===== src/rtl/bcs_pkg.sv =====
package bcs_pkg;

    typedef enum logic [1:0] {
        ST_BACKUP = 2'd0,
        ST_SETTLE = 2'd1,
        ST_WAIT   = 2'd2
    } sched_st_e;

    typedef enum logic {
        SRC_POWERUP  = 1'b0,
        SRC_PERIODIC = 1'b1
    } chk_src_e;

    typedef struct packed {
        sched_st_e st;
        chk_src_e  src;
    } sched_regs_t;

    typedef struct packed {
        logic low;
        logic periodic;
    } verdict_t;

endpackage


===== src/rtl/bcs_span_counter.sv =====
module bcs_span_counter #(
    parameter int unsigned W = 8
) (
    input  logic         clk,
    input  logic         rst_n,
    input  logic         clear,
    input  logic [W-1:0] limit,
    output logic         at_limit
);
    logic [W-1:0] cnt_d, cnt_q;

    always_comb begin
        cnt_d = cnt_q;
        if (clear) begin
            cnt_d = '0;
        end else if (cnt_q != limit) begin
            cnt_d = cnt_q + 1'b1;
        end
    end

    always_ff @(posedge clk or negedge rst_n) begin
        if (!rst_n) begin
            cnt_q <= '0;
        end else begin
            cnt_q <= cnt_d;
        end
    end

    assign at_limit = (cnt_q == limit);
endmodule


===== src/rtl/bcs_verdict_latch.sv =====
module bcs_verdict_latch
    import bcs_pkg::*;
(
    input  logic clk,
    input  logic rst_n,
    input  logic strobe,
    input  logic below,
    input  logic from_periodic,
    output logic low_o,
    output logic periodic_o
);
    verdict_t v_d, v_q;

    always_comb begin
        v_d = v_q;
        if (strobe) begin
            v_d.low      = below;
            v_d.periodic = below & from_periodic;
        end
    end

    always_ff @(posedge clk or negedge rst_n) begin
        if (!rst_n) begin
            v_q <= '0;
        end else begin
            v_q <= v_d;
        end
    end

    assign low_o      = v_q.low;
    assign periodic_o = v_q.periodic;
endmodule


===== src/rtl/battery_check_sched.sv =====
module battery_check_sched
    import bcs_pkg::*;
#(
    parameter longint unsigned INTERVAL_CYC = 64'd4_320_000_000_000,
    parameter int unsigned     SETTLE_CYC   = 16
) (
    input  logic clk,
    input  logic rst_n,
    input  logic supply_ok,
    input  logic cmp_below,
    output logic meas_en,
    output logic sample_strobe,
    output logic bl_pull_low,
    output logic low_src_periodic
);
    localparam longint unsigned SETTLE_L = longint'(SETTLE_CYC);
    localparam longint unsigned SPAN_MAX = (INTERVAL_CYC > SETTLE_L) ? INTERVAL_CYC : SETTLE_L;
    localparam int unsigned     CNT_W    = (SPAN_MAX < 2) ? 1 : $clog2(SPAN_MAX);
    localparam logic [CNT_W-1:0] IVL_LAST = CNT_W'(INTERVAL_CYC - 1);
    localparam logic [CNT_W-1:0] STL_LAST = CNT_W'(SETTLE_L - 1);

    sched_regs_t r_d, r_q;
    logic             span_clear;
    logic             span_done;
    logic [CNT_W-1:0] span_limit;
    logic             strobe;

    assign span_limit = (r_q.st == ST_WAIT) ? IVL_LAST : STL_LAST;

    always_comb begin
        r_d        = r_q;
        span_clear = 1'b0;
        strobe     = 1'b0;
        if (!supply_ok) begin
            r_d.st     = ST_BACKUP;
            span_clear = 1'b1;
        end else begin
            unique case (r_q.st)
                ST_BACKUP: begin
                    r_d.st     = ST_SETTLE;
                    r_d.src    = SRC_POWERUP;
                    span_clear = 1'b1;
                end
                ST_SETTLE: begin
                    if (span_done) begin
                        strobe     = 1'b1;
                        r_d.st     = ST_WAIT;
                        span_clear = 1'b1;
                    end
                end
                ST_WAIT: begin
                    if (span_done) begin
                        r_d.st     = ST_SETTLE;
                        r_d.src    = SRC_PERIODIC;
                        span_clear = 1'b1;
                    end
                end
                default: begin
                    r_d.st     = ST_BACKUP;
                    span_clear = 1'b1;
                end
            endcase
        end
    end

    always_ff @(posedge clk or negedge rst_n) begin
        if (!rst_n) begin
            r_q <= '{st: ST_BACKUP, src: SRC_POWERUP};
        end else begin
            r_q <= r_d;
        end
    end

    bcs_span_counter #(.W(CNT_W)) u_span (
        .clk      (clk),
        .rst_n    (rst_n),
        .clear    (span_clear),
        .limit    (span_limit),
        .at_limit (span_done)
    );

    bcs_verdict_latch u_verdict (
        .clk           (clk),
        .rst_n         (rst_n),
        .strobe        (strobe),
        .below         (cmp_below),
        .from_periodic (r_q.src == SRC_PERIODIC),
        .low_o         (bl_pull_low),
        .periodic_o    (low_src_periodic)
    );

    assign meas_en       = supply_ok && (r_q.st == ST_SETTLE);
    assign sample_strobe = strobe;
endmodule


===== config.mk =====
export PLATFORM = sky130hd
export DESIGN_NAME = battery_check_sched
export DESIGN_NICKNAME = d
export VERILOG_FILES = /design/src/rtl/bcs_pkg.sv /design/src/rtl/bcs_span_counter.sv /design/src/rtl/bcs_verdict_latch.sv /design/src/rtl/battery_check_sched.sv
export SDC_FILE = /design/constraint.sdc
export NUM_CORES = 1
export LEC_CHECK = 0
export ABC_AREA = 1
export BUFFER_PORTS_ARGS = -buffer_cell sky130_fd_sc_hd__clkbuf_2
export CAP_MARGIN = 0
export CORE_UTILIZATION = 45
export CTS_CLUSTER_DIAMETER = 50
export DETAILED_ROUTE_END_ITERATION = 16
export GPL_ROUTABILITY_DRIVEN = 0
export MAX_ROUTING_LAYER = met4
export SKIP_LAST_GASP = 1
export SLEW_MARGIN = 20
export SYNTH_ARGS = -nofsm -noshare
export SYNTH_HDL_FRONTEND = slang
export SYNTH_HIERARCHICAL = 1
export SYNTH_SLANG_ARGS = --single-unit

===== constraint.sdc =====
create_clock -name clk -period 7.25 [get_ports clk]
set_input_delay 0.3625 -clock clk [delete_from_list [all_inputs] [get_ports clk]]
set_output_delay 0.3625 -clock clk [all_outputs]
set_load 0.03 [all_outputs]

## Yosys cells after proc, flatten, opt, wreduce, memory -nomap -nowiden

Cells that the tools add are included.

| word-level totals | value |
|---|---|
| register bits after elaboration | 47 |
| output and inout bits | 4 |
| word-level logic and storage cells | 34 |

| operators by class | value |
|---|---|
| add/sub/neg operators | 1 |
| equal/unequal tests | 7 |
| multiplexer cells | 13 |
| bitwise operators | 1 |
| reductions and logical operators | 7 |

Operators by type and width:

| kind | count |
|---|---|
| 42-bit 2-to-1 mux | 3 |
| 42-bit by 1-bit adder with 42-bit output, second input constant | 1 |
| 42-bit equality test | 1 |
| 42-bit != test | 1 |
| 3-bit != test, second input constant | 2 |
| 2-bit case mux with 3 select lines | 1 |
| 1-bit 2-to-1 mux | 5 |
| 2-bit 2-to-1 mux | 2 |
| 2-bit nonzero test | 2 |
| 3-bit 2-to-1 mux | 1 |
| 3-bit AND reduction | 1 |
| 2-bit by 1-bit equality test with 1-bit output, second input constant | 1 |
| 2-bit equality test, second input constant | 1 |
| 2-bit zero test | 1 |
| 2-bit != test, second input constant | 1 |
| 1-bit case mux with 2 select lines | 1 |
| 2-bit AND reduction | 1 |
| 2-bit OR reduction | 1 |
| 1-bit bitwise AND | 1 |
| 1-bit logical AND | 1 |

## Longest topological paths before layout

| depth | value |
|---|---|
| depth after elaboration | 7 |
| gate-level depth with buffers | 21 |
| depth with buffers taken out | 17 |

## Cells and area by module

Netlist, hierarchy kept.

Modules (own cells, without submodules):

| module | instances | cells each | area each (um^2) |
|---|---|---|---|
| bcs_span_counter | 1 | 748 | 4350.4 |
| battery_check_sched | 1 | 31 | 220.2 |
| bcs_verdict_latch | 1 | 9 | 77.6 |

## Least setup slack after synthesis

No wires, ideal clock.

| timing path | value |
|---|---|
| path type | register to register |
| start point | register r_q[1] in the netlist's numbering |
| end point | register u_span.cnt_q[18] |
| setup time | 0.118 ns |
| data arrival time | 3.389 ns |
| path slack | 3.743 ns |
| stages on the path, launching flop included | 22 |
| path buffers | 4 |
| cells stage by stage | dfrtp_1 > inv_1 > ha_1 > inv_1 > nand2_1 > nand2_1 > inv_1 > nand2_1 > nor2_1 > nand2_1 > nor2_1 > nand3_2 > buf_6 > inv_1 > nor2_4 > nand2_1 > buf_2 > clkinv_1 > clkbuf_1 > clkbuf_1 > nand3_1 > nand2_1 |

| on the way | value |
|---|---|
| longest elaborated chain between the ends | 7 |
| elaborated cells on any way between the ends | 11 |
| classes of those cells | 4 x eq/ne; 5 x mux; 2 x reduce/logical |

Ends and longest elaborated chain:

| item | line | source |
|---|---|---|
| start, declared | battery_check_sched.sv:22 | `sched_regs_t r_d, r_q;` |
| start signal, assigned | battery_check_sched.sv:68 | `r_q <= '{st: ST_BACKUP, src: SRC_POWERUP};` |
| start signal, assigned | battery_check_sched.sv:70 | `r_q <= r_d;` |
| 2-bit equality test * | battery_check_sched.sv:28 | `assign span_limit = (r_q.st == ST_WAIT) ? IVL_LAST : STL_LAST;` |
| 42-bit 2-to-1 mux * | battery_check_sched.sv:28 |  |
| net span_limit[10] | battery_check_sched.sv:25 | `logic [CNT_W-1:0] span_limit;` |
| 42-bit equality test * | bcs_span_counter.sv:29 | `assign at_limit = (cnt_q == limit);` |
| net span_done | battery_check_sched.sv:24 | `logic span_done;` |
| 1-bit 2-to-1 mux * | battery_check_sched.sv:45, battery_check_sched.sv:52 |  |
| 1-bit 2-to-1 mux * | -- |  |
| 1-bit 2-to-1 mux * | battery_check_sched.sv:34 | `if (!supply_ok) begin` |
| net span_clear | battery_check_sched.sv:23 | `logic span_clear;` |
| 42-bit 2-to-1 mux or 2-bit nonzero test (tied branches) | -- |  |
| end signal, assigned | bcs_span_counter.sv:25 | `cnt_q <= cnt_d;` |
| end, declared | bcs_span_counter.sv:10 | `logic [W-1:0] cnt_d, cnt_q;` |

The timed path passes the listed nets; every way through them passes the cells marked *.
A chain may end at the register's enable or synchronous reset.

## Final worst setup path

| timing path | value |
|---|---|
| start point | register r_q[1] in the netlist's numbering |
| end point | register u_span.cnt_q[22] |

The elaborated chain is that of the path after synthesis.

==> metrics.yaml <==
layout:
  antenna_cells: 0
  fill_cells: 1040
  nets: 815
  design_area_sq_um: 4910
  drive_above_1_share_pct: 5.69
  layout_area_overhead_pct: 5.71
drt:
  final_antenna_net_count: 0
  drt_first_pass_iters: 6
  avgRoutedWirePerCell_um: 13.9
  initialDrtViolationCount: 401
  average_vias_per_placed_instance: 5.00
  postRouteWirelength_mm: 13.1
  post-route-drc-count: 0
  routed-via-count: 4704
synthesis:
  synth_seq_area_share_pct: 25.3
  synth_seq_cells: 47
  synth_most_common_cell: "sky130_fd_sc_hd__nand2_1"
  synth-simple-area-share_pct: 51.4
  synth-compound-area-share_pct: 0.969
  yosys.area_share.xor_xnor_pct: 7.70
  synth_async_sr_flop_share_pct: 100
  synth_area_leader_cell: "sky130_fd_sc_hd__dfrtp_1"
  dominant_combinational_cell_family_by_area_after_synthesis: "simple AND/OR/NAND/NOR gates"
  synth_warnings: 6
  synth_top_area_share_pct: 25.3
  synthAdderAreaFrac_pct: 1.08
  post_synth_inst_count: 788
  ys_dominant_reg_cell: "sky130_fd_sc_hd__dfrtp_1"
  synth_cell_types: 33
  synth.area.top_cells: "sky130_fd_sc_hd__dfrtp_1 (25%), sky130_fd_sc_hd__nand2_1 (25%), sky130_fd_sc_hd__inv_1 (8.0%)"
  portion_of_netlist_area_occupied_by_mux_cells_pct: 0
  synth-edff-count: 0
  syn_area_per_cell_sq_um: 5.90
  netlist_top_cells_count: "sky130_fd_sc_hd__nand2_1 (312), sky130_fd_sc_hd__inv_1 (99), sky130_fd_sc_hd__nor2_1 (98)"
  syn-cell-area_sq_um: 4650
grt:
  grt_antenna_before_repair: 0
  grt_util_all_layers_pct: 26.4
  grt_start_max_net_pins: 70
  grt_overflow_total: 0
  via_count_of_the_first_global_routing_pass: 4275
  grt_pass1_wl_mm: 22.2
worst_setup_path:
  critPathTopFamily: "simple AND/OR/NAND/NOR gates"
  critical_path_peak_fanout: 69
  critical_path.startpoint_type: "register"
  path_common_cell: "sky130_fd_sc_hd__nand2_1"
  cpMaxStageDelayCell: "sky130_fd_sc_hd__clkinv_2"
  worstPathArrival_ps: 4630
  cpPeakStageDelay_ps: 890
  worstSetupPathType: "register to register"
  critPathBufInv: 5
  path_cells: "inv_1, ha_2, inv_1, nand2_1, nand2_1, inv_1, nand2_1, nor2_1, nand2_1, nor2_1, nand3_2, inv_1, nor2_4, nand2_1, clkinv_2, nand4_1, nand2_1"
  worst-endpoint-required_ps: 7460
  timing.critical_path.to_type: "register"
timing:
  fmax_mhz: 226
  post_route_clock_period_utilization_pct: 61.1
  rsz0062_at_grt: "false"
  maxSlewHeadroom_pct: 28.4
  timing_max_transition_violations_final: 0
  clock-skew-final_ps: 7.81
  timing_hold_violations_final: 0
  setup_viol: 0
  worst_pin_slew_ps: 1070
  timing.final.crit_period_ps: 4430
  timing.setup.tns_ps: 0
placement:
  io_buffers: 7
  hpwl_mm: 9.53
  placement.cell_area_sq_um: 4780
clock_tree:
  cts.sink_count: 47
  clock_tree_from_tritoncts: "done"
  clock_pin_transition_on_the_worst_setup_and_hold_timing_paths_ps: 90
  cts_max_path_buffers: 2
  cts_resized: 0
  clock_latency_of_the_later_clocked_register_in_the_worst_skew_pair_ps: 320
  hold_buf_count_cts: 0
  master_cell_of_the_clock_root_buffer: "sky130_fd_sc_hd__clkbuf_8"
  number_of_buffers_added_by_the_clock_tree_synthesis_step: 5
  cts_htree_levels: 2
  post_cts_buffers: 0
die:
  rows: 36
  floorplan.die_area_sq_um: 10700
  starting_utilization_of_the_core_area_pct: 46.9
  die-height_um: 104
  placeableCoreArea_sq_um: 9910
  die_width_um: 104
  io-pin-count: 8
power_and_ir_drop:
  static-leakage-power_uw: 0.00258
  pwr-share-clk_pct: 42.5
  share_seq_of_total_power_pct: 47.5
  power_per_unit_of_standard_cell_area_nw_per_um2: 114
  switchingPower_uw: 144
  power_frac_comb_pct: 10.0
  swShare_pct: 25.8
  p_int_uw: 415
  irDropWorstVdd_v: 0.0000733
run_status:
  outcome: "finished, final reports clean"
worst_hold_path:
  hold_class: "input pin to asynchronous set/reset pin"
run:
  total_of_max_cap_violations: 0
-- per-layer routing --
layer	vias up	track usage, %	routed length [um]
met4	0	7.04	244
li1	2418	-	-
met1	2117	37.6	6310
met5	-	-	0
met2	151	39.5	5760
met3	18	3.02	739
-- worst reg2reg max path: stages (launching register included) --
cell	delay, ps
sky130_fd_sc_hd__dfrtp_1	420
sky130_fd_sc_hd__inv_1	100
sky130_fd_sc_hd__ha_2	800
sky130_fd_sc_hd__inv_1	110
sky130_fd_sc_hd__nand2_1	130
sky130_fd_sc_hd__nand2_1	60
sky130_fd_sc_hd__inv_1	50
sky130_fd_sc_hd__nand2_1	40
sky130_fd_sc_hd__nor2_1	140
sky130_fd_sc_hd__nand2_1	80
sky130_fd_sc_hd__nor2_1	160
sky130_fd_sc_hd__nand3_2	130
sky130_fd_sc_hd__inv_1	160
sky130_fd_sc_hd__nor2_4	70
sky130_fd_sc_hd__nand2_1	450
sky130_fd_sc_hd__clkinv_2	900
sky130_fd_sc_hd__nand4_1	440
sky130_fd_sc_hd__nand2_1	80
-- logic make-up (layout without fill, tap and decap cells) --
| family | count (synthesis) | in the layout |
|---|---|---|
| and+or+nand+nor | 547 | 547 |
| buffers and inverters | 140 | 126 |
| DFF | 47 | 47 |
| xor gates and xnor gates | 40 | 40 |
| AOI/OAI and AO/OA | 8 | 8 |
| adders and majority gates | 4 | 4 |
| other | 2 | 36 |
-- worst paths after layout --
check / start / end / slack [ps] / cells past startpoint
setup reg to reg: r_q[1] / u_span/cnt_q[22] / 2820 / 17
setup / recovery: r_q[1] / u_span/cnt_q[22] / 2820 / 17
max in group asynchronous: rst_n / u_span/cnt_q[21] / 6670 / 2
min in group clk: cmp_below / u_verdict/low_o / 260 / 3
hold reg to reg: u_verdict/low_o / u_verdict/low_o / 490 / 2
hold / removal: rst_n / u_span/cnt_q[25] / 140 / 2
-- cells in the final DEF, fill, tap and decap left out, types with 2 or more instances in the layout --
master,n
sky130_fd_sc_hd__inv_2,6
sky130_fd_sc_hd__nand3_2,3
sky130_fd_sc_hd__clkbuf_2,7
sky130_fd_sc_hd__nor2_1,98
sky130_fd_sc_hd__nor2_2,9
sky130_fd_sc_hd__buf_4,2
sky130_fd_sc_hd__conb_1,36
sky130_fd_sc_hd__nor2_8,2
sky130_fd_sc_hd__xnor2_1,17
sky130_fd_sc_hd__nand2_2,3
sky130_fd_sc_hd__dfrtp_1,47
sky130_fd_sc_hd__nor2_4,3
sky130_fd_sc_hd__bufinv_16,2
sky130_fd_sc_hd__and2_1,4
sky130_fd_sc_hd__ha_1,3
sky130_fd_sc_hd__o21ai_0,2
sky130_fd_sc_hd__inv_1,99
sky130_fd_sc_hd__a21oi_1,3
sky130_fd_sc_hd__nand2_1,312
sky130_fd_sc_hd__clkbuf_8,5
sky130_fd_sc_hd__nand4_1,54
sky130_fd_sc_hd__clkinv_1,3
sky130_fd_sc_hd__nand3_1,55
sky130_fd_sc_hd__xor2_1,22
-- state kept, by name, summed over array words and instances (netlist names) --
name	cells
u_verdict/low_o	1
u_span/cnt_q	42
r_q	3
u_verdict/periodic_o	1
-- area by class of cell --
type	count	area, sq um	share of cell area, %
multi-input cells	635	2980	60.6
flip-flops and latches	47	1180	23.9
inverters	109	410	8.35
well taps	133	166	3.39
clock buffers	6	72.6	1.48
clock inverters	2	60.1	1.22
repair buffers	9	50.0	1.02
-- per-stage QoR --
| stage | power (uW) | util (%) | hold slack, ps | std cells | setup WS [ps] |
|---|---|---|---|---|---|
| 6_report | 560 | 49.6 | 136 | 941 | 2820 |
| 5_1_grt | 583 | 49.6 | 216 | 941 | 2370 |
| 4_1_cts | 565 | 49.6 | 174 | 941 | 3230 |
| 3_5_place_dp | 327 | 48.2 | 470 | 933 | 3260 |
| 3_3_place_gp | 325 | 48.2 | 458 | 933 | 3440 |
| 2_1_floorplan | 311 | - | 66.9 | 822 | 3740 |
-- power groups by stage --
stage	clock, uW	combinational [uW]	sequential [uW]
2_1_floorplan	0	40.4	270
3_3_place_gp	0	54.0	271
3_5_place_dp	0	55.5	271
4_1_cts	244	55.6	266
5_1_grt	252	65.1	266
6_report	238	56.1	266
No activity file was read; power rests on OpenSTA's default activity.
